[config.mk]
export PLATFORM = sky130hd
export DESIGN_NAME = sint_sequencer
export DESIGN_NICKNAME = d
export VERILOG_FILES = /design/src/rtl/sint_pkg.sv /design/src/rtl/sint_bcd_ctr.sv /design/src/rtl/sint_phase_fsm.sv /design/src/rtl/sint_switch_dec.sv /design/src/rtl/sint_sequencer.sv
export SDC_FILE = /design/constraint.sdc
export NUM_CORES = 1
export LEC_CHECK = 0
export ABC_AREA = 0
export BUFFER_PORTS_ARGS = -buffer_cell sky130_fd_sc_hd__clkbuf_2
export CORE_UTILIZATION = 60
export DETAILED_ROUTE_END_ITERATION = 12
export HOLD_SLACK_MARGIN = 0.03
export PLACE_DENSITY = 0.89
export SYNTH_ARGS = -nofsm -noshare
export SYNTH_HDL_FRONTEND = slang
export SYNTH_SLANG_ARGS = --single-unit
[constraint.sdc]
create_clock -name clk -period 2.8 [get_ports clk]
set_clock_uncertainty 0.1 [all_clocks]
set_input_delay 0.56 -clock clk [delete_from_list [all_inputs] [get_ports clk]]
set_output_delay 0.56 -clock clk [all_outputs]
set_load 0.02 [all_outputs]
[src/rtl/sint_pkg.sv]
package sint_pkg;

    localparam int NDIG = 6;
    localparam int SW_W = 7;

    localparam int SW_ZI   = 0;
    localparam int SW_INT1 = 1;
    localparam int SW_INT2 = 2;
    localparam int SW_DEP  = 3;
    localparam int SW_DEN  = 4;
    localparam int SW_REST = 5;
    localparam int SW_X10  = 6;

    typedef enum logic [3:0] {
        PH_ZI, PH_INT, PH_DE1, PH_RST1, PH_X1,
        PH_DE2, PH_RST2, PH_X2, PH_DE3, PH_DONE
    } phase_e;

    typedef struct packed {
        logic       step;
        logic       down;
        logic [1:0] wsel;   // decade receiving the step: 0 units, 1 tens, 2 hundreds
        logic       clr;
    } cnt_cmd_t;

    function automatic logic is_deint(phase_e p);
        return (p == PH_DE1) || (p == PH_DE2) || (p == PH_DE3);
    endfunction

    function automatic phase_e phase_after(phase_e p, logic second_run);
        case (p)
            PH_ZI:   return PH_INT;
            PH_INT:  return PH_DE1;
            PH_DE1:  return PH_RST1;
            PH_RST1: return PH_X1;
            PH_X1:   return PH_DE2;
            PH_DE2:  return PH_RST2;
            PH_RST2: return PH_X2;
            PH_X2:   return PH_DE3;
            PH_DE3:  return second_run ? PH_DONE : PH_ZI;
            default: return PH_ZI;
        endcase
    endfunction

    function automatic logic [3:0] bcd_adj(logic [3:0] d, logic down);
        if (down) return (d == 4'd0) ? 4'd9 : d - 4'd1;
        return (d == 4'd9) ? 4'd0 : d + 4'd1;
    endfunction

endpackage

[src/rtl/sint_bcd_ctr.sv]
module sint_bcd_ctr
    import sint_pkg::*;
#(
    parameter int DIGITS = NDIG
) (
    input  logic                  clk,
    input  logic                  rst,
    input  cnt_cmd_t              cmd,
    output logic [4*DIGITS-1:0]   value
);
    logic [DIGITS:0]     carry;
    logic [4*DIGITS-1:0] nxt;

    assign carry[0] = 1'b0;

    for (genvar i = 0; i < DIGITS; i++) begin : g_dec
        logic [3:0] d;
        logic       cin;
        assign d   = value[4*i +: 4];
        assign cin = cmd.step && ((i == int'(cmd.wsel)) || carry[i]);
        assign carry[i+1] = cin && (cmd.down ? (d == 4'd0) : (d == 4'd9));
        assign nxt[4*i +: 4] = cin ? bcd_adj(d, cmd.down) : d;
    end

    always_ff @(posedge clk) begin
        if (rst || cmd.clr) value <= '0;
        else if (cmd.step)  value <= nxt;
    end

    AST_IDLE_HOLD: assert property (@(posedge clk) disable iff (rst)
        (!cmd.step && !cmd.clr) |=> $stable(value));

endmodule

[src/rtl/sint_phase_fsm.sv]
module sint_phase_fsm
    import sint_pkg::*;
#(
    parameter int INT_LO     = 10000,
    parameter int INT_HI     = 1000,
    parameter int ZI_CYC     = 100,
    parameter int SETTLE_CYC = 50,
    parameter int DE_MAX     = 4000
) (
    input  logic     clk,
    input  logic     rst,
    input  logic     clk_en,
    input  logic     cmp_zero,
    input  logic     in_neg,
    input  logic     range_hi,
    output phase_e   ph,
    output logic     second_run,
    output logic     pol_neg,
    output cnt_cmd_t cmd,
    output logic     done_o
);
    localparam int M1     = (INT_LO > INT_HI) ? INT_LO : INT_HI;
    localparam int M2     = (ZI_CYC > SETTLE_CYC) ? ZI_CYC : SETTLE_CYC;
    localparam int M3     = (M1 > M2) ? M1 : M2;
    localparam int LIM_MX = (M3 > DE_MAX) ? M3 : DE_MAX;
    localparam int TW     = $clog2(LIM_MX + 1);

    logic [TW-1:0] tmr;
    logic [TW-1:0] lim;
    logic          rng_q;
    logic          de_now;
    logic          leave;

    assign de_now = is_deint(ph);

    always_comb begin
        case (ph)
            PH_ZI:                     lim = TW'(ZI_CYC);
            PH_INT:                    lim = rng_q ? TW'(INT_HI) : TW'(INT_LO);
            PH_DE1, PH_DE2, PH_DE3:    lim = TW'(DE_MAX);
            PH_DONE:                   lim = TW'(1);
            default:                   lim = TW'(SETTLE_CYC);
        endcase
        leave = (tmr == lim - 1'b1) || (de_now && cmp_zero);

        cmd.step = clk_en && de_now && !cmp_zero;
        cmd.down = (ph == PH_DE2) ^ pol_neg ^ second_run;
        cmd.clr  = clk_en && (ph == PH_DONE);
        case (ph)
            PH_DE1:  cmd.wsel = 2'd2;
            PH_DE2:  cmd.wsel = 2'd1;
            default: cmd.wsel = 2'd0;
        endcase
    end

    always_ff @(posedge clk) begin
        if (rst) begin
            ph         <= PH_ZI;
            tmr        <= '0;
            rng_q      <= 1'b0;
            pol_neg    <= 1'b0;
            second_run <= 1'b0;
            done_o     <= 1'b0;
        end else begin
            done_o <= 1'b0;
            if (clk_en) begin
                if (leave) begin
                    tmr <= '0;
                    ph  <= phase_after(ph, second_run);
                    case (ph)
                        PH_ZI:   rng_q   <= range_hi;
                        PH_INT:  pol_neg <= in_neg;
                        PH_DE3:  second_run <= 1'b1;
                        PH_DONE: begin
                            second_run <= 1'b0;
                            done_o     <= 1'b1;
                        end
                        default: ;
                    endcase
                end else begin
                    tmr <= tmr + 1'b1;
                end
            end
        end
    end

    AST_DONE_SINGLE: assert property (@(posedge clk) disable iff (rst)
        done_o |=> !done_o);

    AST_STALL_FREEZE: assert property (@(posedge clk) disable iff (rst)
        !clk_en |=> ($stable(ph) && $stable(tmr)));

endmodule

[src/rtl/sint_switch_dec.sv]
module sint_switch_dec
    import sint_pkg::*;
(
    input  phase_e          ph,
    input  logic            second_run,
    input  logic            pol_neg,
    output logic [SW_W-1:0] sw
);
    always_comb begin
        sw = '0;
        case (ph)
            PH_ZI:                  sw[SW_ZI] = 1'b1;
            PH_INT:                 sw[second_run ? SW_INT2 : SW_INT1] = 1'b1;
            PH_DE1, PH_DE2, PH_DE3: sw[pol_neg ? SW_DEN : SW_DEP] = 1'b1;
            PH_RST1, PH_RST2:       sw[SW_REST] = 1'b1;
            PH_X1, PH_X2:           sw[SW_X10] = 1'b1;
            default: ;
        endcase
    end
endmodule

[src/rtl/sint_sequencer.sv]
module sint_sequencer
    import sint_pkg::*;
#(
    parameter int DIGITS     = NDIG,
    parameter int INT_LO     = 10000,
    parameter int INT_HI     = 1000,
    parameter int ZI_CYC     = 100,
    parameter int SETTLE_CYC = 50,
    parameter int DE_MAX     = 4000
) (
    input  logic                clk,
    input  logic                rst,
    input  logic                clk_en,
    input  logic                cmp_zero,
    input  logic                in_neg,
    input  logic                range_hi,
    output logic [SW_W-1:0]     sw_ctl,
    output logic [4*DIGITS-1:0] result_bcd,
    output logic                result_neg,
    output logic                done
);
    localparam int RW = $clog2(DE_MAX + 2);

    phase_e              ph;
    logic                second_run;
    logic                pol_neg;
    cnt_cmd_t            cmd;
    logic [4*DIGITS-1:0] cnt_val;
    logic [4*DIGITS-1:0] result_q;

    sint_phase_fsm #(
        .INT_LO(INT_LO), .INT_HI(INT_HI), .ZI_CYC(ZI_CYC),
        .SETTLE_CYC(SETTLE_CYC), .DE_MAX(DE_MAX)
    ) u_fsm (
        .clk(clk), .rst(rst), .clk_en(clk_en), .cmp_zero(cmp_zero),
        .in_neg(in_neg), .range_hi(range_hi), .ph(ph),
        .second_run(second_run), .pol_neg(pol_neg), .cmd(cmd), .done_o(done)
    );

    sint_bcd_ctr #(.DIGITS(DIGITS)) u_ctr (
        .clk(clk), .rst(rst), .cmd(cmd), .value(cnt_val)
    );

    sint_switch_dec u_dec (
        .ph(ph), .second_run(second_run), .pol_neg(pol_neg), .sw(sw_ctl)
    );

    always_ff @(posedge clk) begin
        if (rst)          result_q <= '0;
        else if (cmd.clr) result_q <= cnt_val;
    end

    assign result_bcd = result_q;
    assign result_neg = (result_q[4*DIGITS-1 -: 4] >= 4'd5);

    // checker: steps taken in the current de-integrate phase
    logic [RW-1:0] run_cnt;
    always_ff @(posedge clk) begin
        if (rst || !is_deint(ph))         run_cnt <= '0;
        else if (clk_en && !cmp_zero)     run_cnt <= run_cnt + 1'b1;
    end

    AST_SW_ONEHOT: assert property (@(posedge clk) disable iff (rst)
        $onehot0(sw_ctl));

    AST_CROSS_HOLDS: assert property (@(posedge clk) disable iff (rst)
        (clk_en && cmp_zero && (sw_ctl[SW_DEP] || sw_ctl[SW_DEN])) |=> $stable(cnt_val));

    AST_DE_BOUND: assert property (@(posedge clk) disable iff (rst)
        run_cnt <= RW'(DE_MAX));

    AST_CLEAR_AT_DONE: assert property (@(posedge clk) disable iff (rst)
        done |-> (cnt_val == '0));

    AST_RESULT_HOLD: assert property (@(posedge clk) disable iff (rst)
        !done |-> $stable(result_bcd));

endmodule

==> impl_metrics.tcl <==
set metrics [dict create \
    area_growth_syn_to_layout_pct 13.5 \
    first_global_vias 4069 \
    clock_power_share_pct 50.7 \
    cp-end-kind "flip-flop" \
    ys_seq_elements 70 \
    firstDrtPassIters 6 \
    final_common_cell "nand2_1" \
    ys_seq_area_share_pct 32.2 \
    ys_warn_count 0 \
    hold_violations 0 \
    grt_antenna_before_repair 0 \
    cap_violations 0 \
    avgSynthCellArea_um2 7.45 \
    port_buffers 38 \
    ios 39 \
    wl_met1_um 4940 \
    vdd_drop_max_mv 0.363 \
    p_int_mw 1.70 \
    die-width_um 87.1 \
    design_area_um2 4930 \
    regArea_um2 1400 \
    cts_buffers 9 \
    viasPerCell 6.33 \
    min_period_over_period_pct 99.2 \
    drc_errors 0 \
    critical_path_class "flip-flop to flip-flop" \
    period_minus_slack_ns 2.78 \
    synth_nets 590 \
    clk_path_buf_depth 2 \
    hp-class "primary input to flip-flop" \
    grt_max_degree 36 \
    met3_length_um 967 \
    fillers 586 \
    p_seq_share_pct 46.9 \
    synth_area_um2 4350 \
    drv_slew 0 \
    grt_pass1_wl_um 18800 \
    worst_setup_path_start_kind "flip-flop" \
    rr_worst_depth 8 \
    cts-hold-fix-buffers 0 \
    grt_setup_unrepaired "yes" \
    clk_latency_ns 0.36 \
    cts_tree "built" \
    power.total_mw 2.15 \
    whs_ns 0.349 \
    p_sw_share_pct 20.8 \
    wl_per_cell_um 16.3 \
    r2r_slack_ns 0.02 \
    cp_num_cells 8 \
    worstMarginPinSlew_ns 0.556 \
    tns_ns 0 \
    p_sw_uw 446 \
    dr.max_layer_used "met4" \
    grt.total_usage_pct 31.4 \
    path_delay_family "compound AO/OA/AOI/OAI gates" \
    grt-ovfl-total 0 \
    max_stage_delay_ns 0.40 \
    place_hpwl_um 7890 \
    place_congestion 0.933 \
    ys.flop_type "dfxtp_1" \
    path_buf_inv 1 \
    cp.required_ns 2.94 \
    p_per_area_nw_per_um2 436 \
    cts_max_level 3 \
    ys_types 73 \
    drt_iter0_drc 560 \
    slew-limit-headroom_pct 62.6 \
    antenna_cells 0 \
    arrival_ns 2.92 \
    multiInputGateArea_um2 2680 \
    num_rows 30 \
    core_um2 6910 \
    synthArstFlopShare_pct 0 \
    wl_um 11500 \
    min_delay_path_depth 3 \
    placed_area_um2 4640 \
    dr_wl_met2_um 5390 \
    die_area_um2 7590 \
    ant_nets 0 \
    die_height_um 87.1 \
    clk_pin_slew_ns 0.08 \
    vias 4466 \
    crit_fanout 8 \
    p_comb_share_pct 2.5 \
    cts-root-buf "clkbuf_8" \
    fmax_ghz 0.360 \
    final_cell_mix "nand2_1, dfxtp_1, nor2_1" \
    syn_inst 583 \
    status "finished clean" \
    clock-sinks 70 \
    synth_edf_count 0 \
    drive_gt1_share_pct 15.7 \
    path_cells "buf_4 -> and4bb_4 -> xnor2_4 -> mux2i_1 -> o2111a_1 -> and3_1 -> a21oi_1 -> a311o_1" \
    layout.nets 612 \
    initial_core_util_pct 62.9 \
    p_leak_nw 1.71 \
    critical_path.slowest_cell "dfxtp_1" \
    setup_violations 0 \
]
## registers in the layout, indices dropped and copies added (netlist names)
register / cells
result_bcd: 24
u_ctr.value: 24
u_fsm.done_o: 1
u_fsm.ph: 4
u_fsm.pol_neg: 1
u_fsm.rng_q: 1
u_fsm.second_run: 1
u_fsm.tmr: 14
## Yosys cell counts, types with 4 or more instances
library cell,n,area share [%]
a211oi_1,4,0.69
a21o_1,4,0.69
a21oi_1,47,5.4
a31oi_1,7,1.0
and2_1,6,0.86
and3_1,12,1.7
buf_2,11,1.3
clkbuf_1,35,3.0
dfxtp_1,70,32
inv_1,13,1.1
mux2i_1,5,1.2
nand2_1,92,7.9
nand2b_1,6,0.86
nand3_1,25,2.9
nand4_1,10,1.4
nor2_1,51,4.4
nor2b_1,8,1.2
nor3_1,14,1.6
nor4_1,5,0.72
o211ai_1,5,0.86
o21ai_0,30,3.5
o22ai_1,6,0.86
o31ai_1,4,0.69
or3_1,7,1.0
xnor2_1,18,3.6
xor2_1,14,2.8
## metal layers
| layer | global-route usage [%] | vias to the layer above |
|---|---|---|
| li1 | - | 2105 |
| met1 | 40.2 | 2080 |
| met2 | 51.5 | 251 |
| met3 | 6.92 | 30 |
| met4 | 12.2 | 0 |
| met5 | 0 | - |
## final timing paths
path | from | to
setup / recovery | u_fsm.ph[3]$_SDFFE_PP0P_ | u_ctr.value[18]$_SDFFE_PP0P_
hold / removal | in_neg | u_fsm.pol_neg$_SDFFE_PP0P_
setup reg to reg | u_fsm.ph[3]$_SDFFE_PP0P_ | u_ctr.value[18]$_SDFFE_PP0P_
hold reg to reg | result_bcd[2]$_SDFFE_PP0P_ | result_bcd[2]$_SDFFE_PP0P_
## metrics by stage
step / utilization (%) / std cells / setup slack [ns]
after floorplan: - / 583 / 0.271
after global placement: 67.2 / 688 / 0.138
after detailed placement: 67.2 / 688 / 0.0805
after CTS: 71.0 / 704 / 0.0694
after global routing: 71.4 / 706 / -0.0473
final: 71.4 / 706 / 0.0223
## power groups by stage
stage	logic, mW	clock network (mW)	registers [mW]
6_report	0.0532	1.09	1.01
3_3_place_gp	0.0508	0	1.03
4_1_cts	0.0522	1.09	1.01
5_1_grt	0.0576	1.14	1.01
2_1_floorplan	0.0374	0	1.02
3_5_place_dp	0.0521	0	1.03
## area by class of cell
type / count / area share [%]
flip-flops and latches: 70 / 28.4
clock inverters: 7 / 2.89
inverters: 13 / 0.990
multi-input cells: 448 / 54.3
well taps: 96 / 2.44
clock buffers: 9 / 2.51
repair buffers: 63 / 8.42
## timing repair
item / 4_1_cts / 5_1_grt
buffers inserted: 0 / 2
setup endpoints to repair: 0 / 20
gates resized for setup: 0 / 3
## cells by family (layout without fill, tap and decap cells)
logic type	Yosys count	after routing	share of synthesized area, %
compound gates	148	148	22.2
fa+ha+maj	3	3	0.749
simple gates	256	256	29.3
mux	7	7	1.67
xor+xnor	34	34	7.46
flops	70	70	32.2
buf+inv	65	92	6.36
## worst min-delay path: stages
cell,delay (ns)
clkbuf_2,0.08
nand3_1,0.06
a21oi_1,0.06
Note: power is estimated with default switching activity, not from simulation.
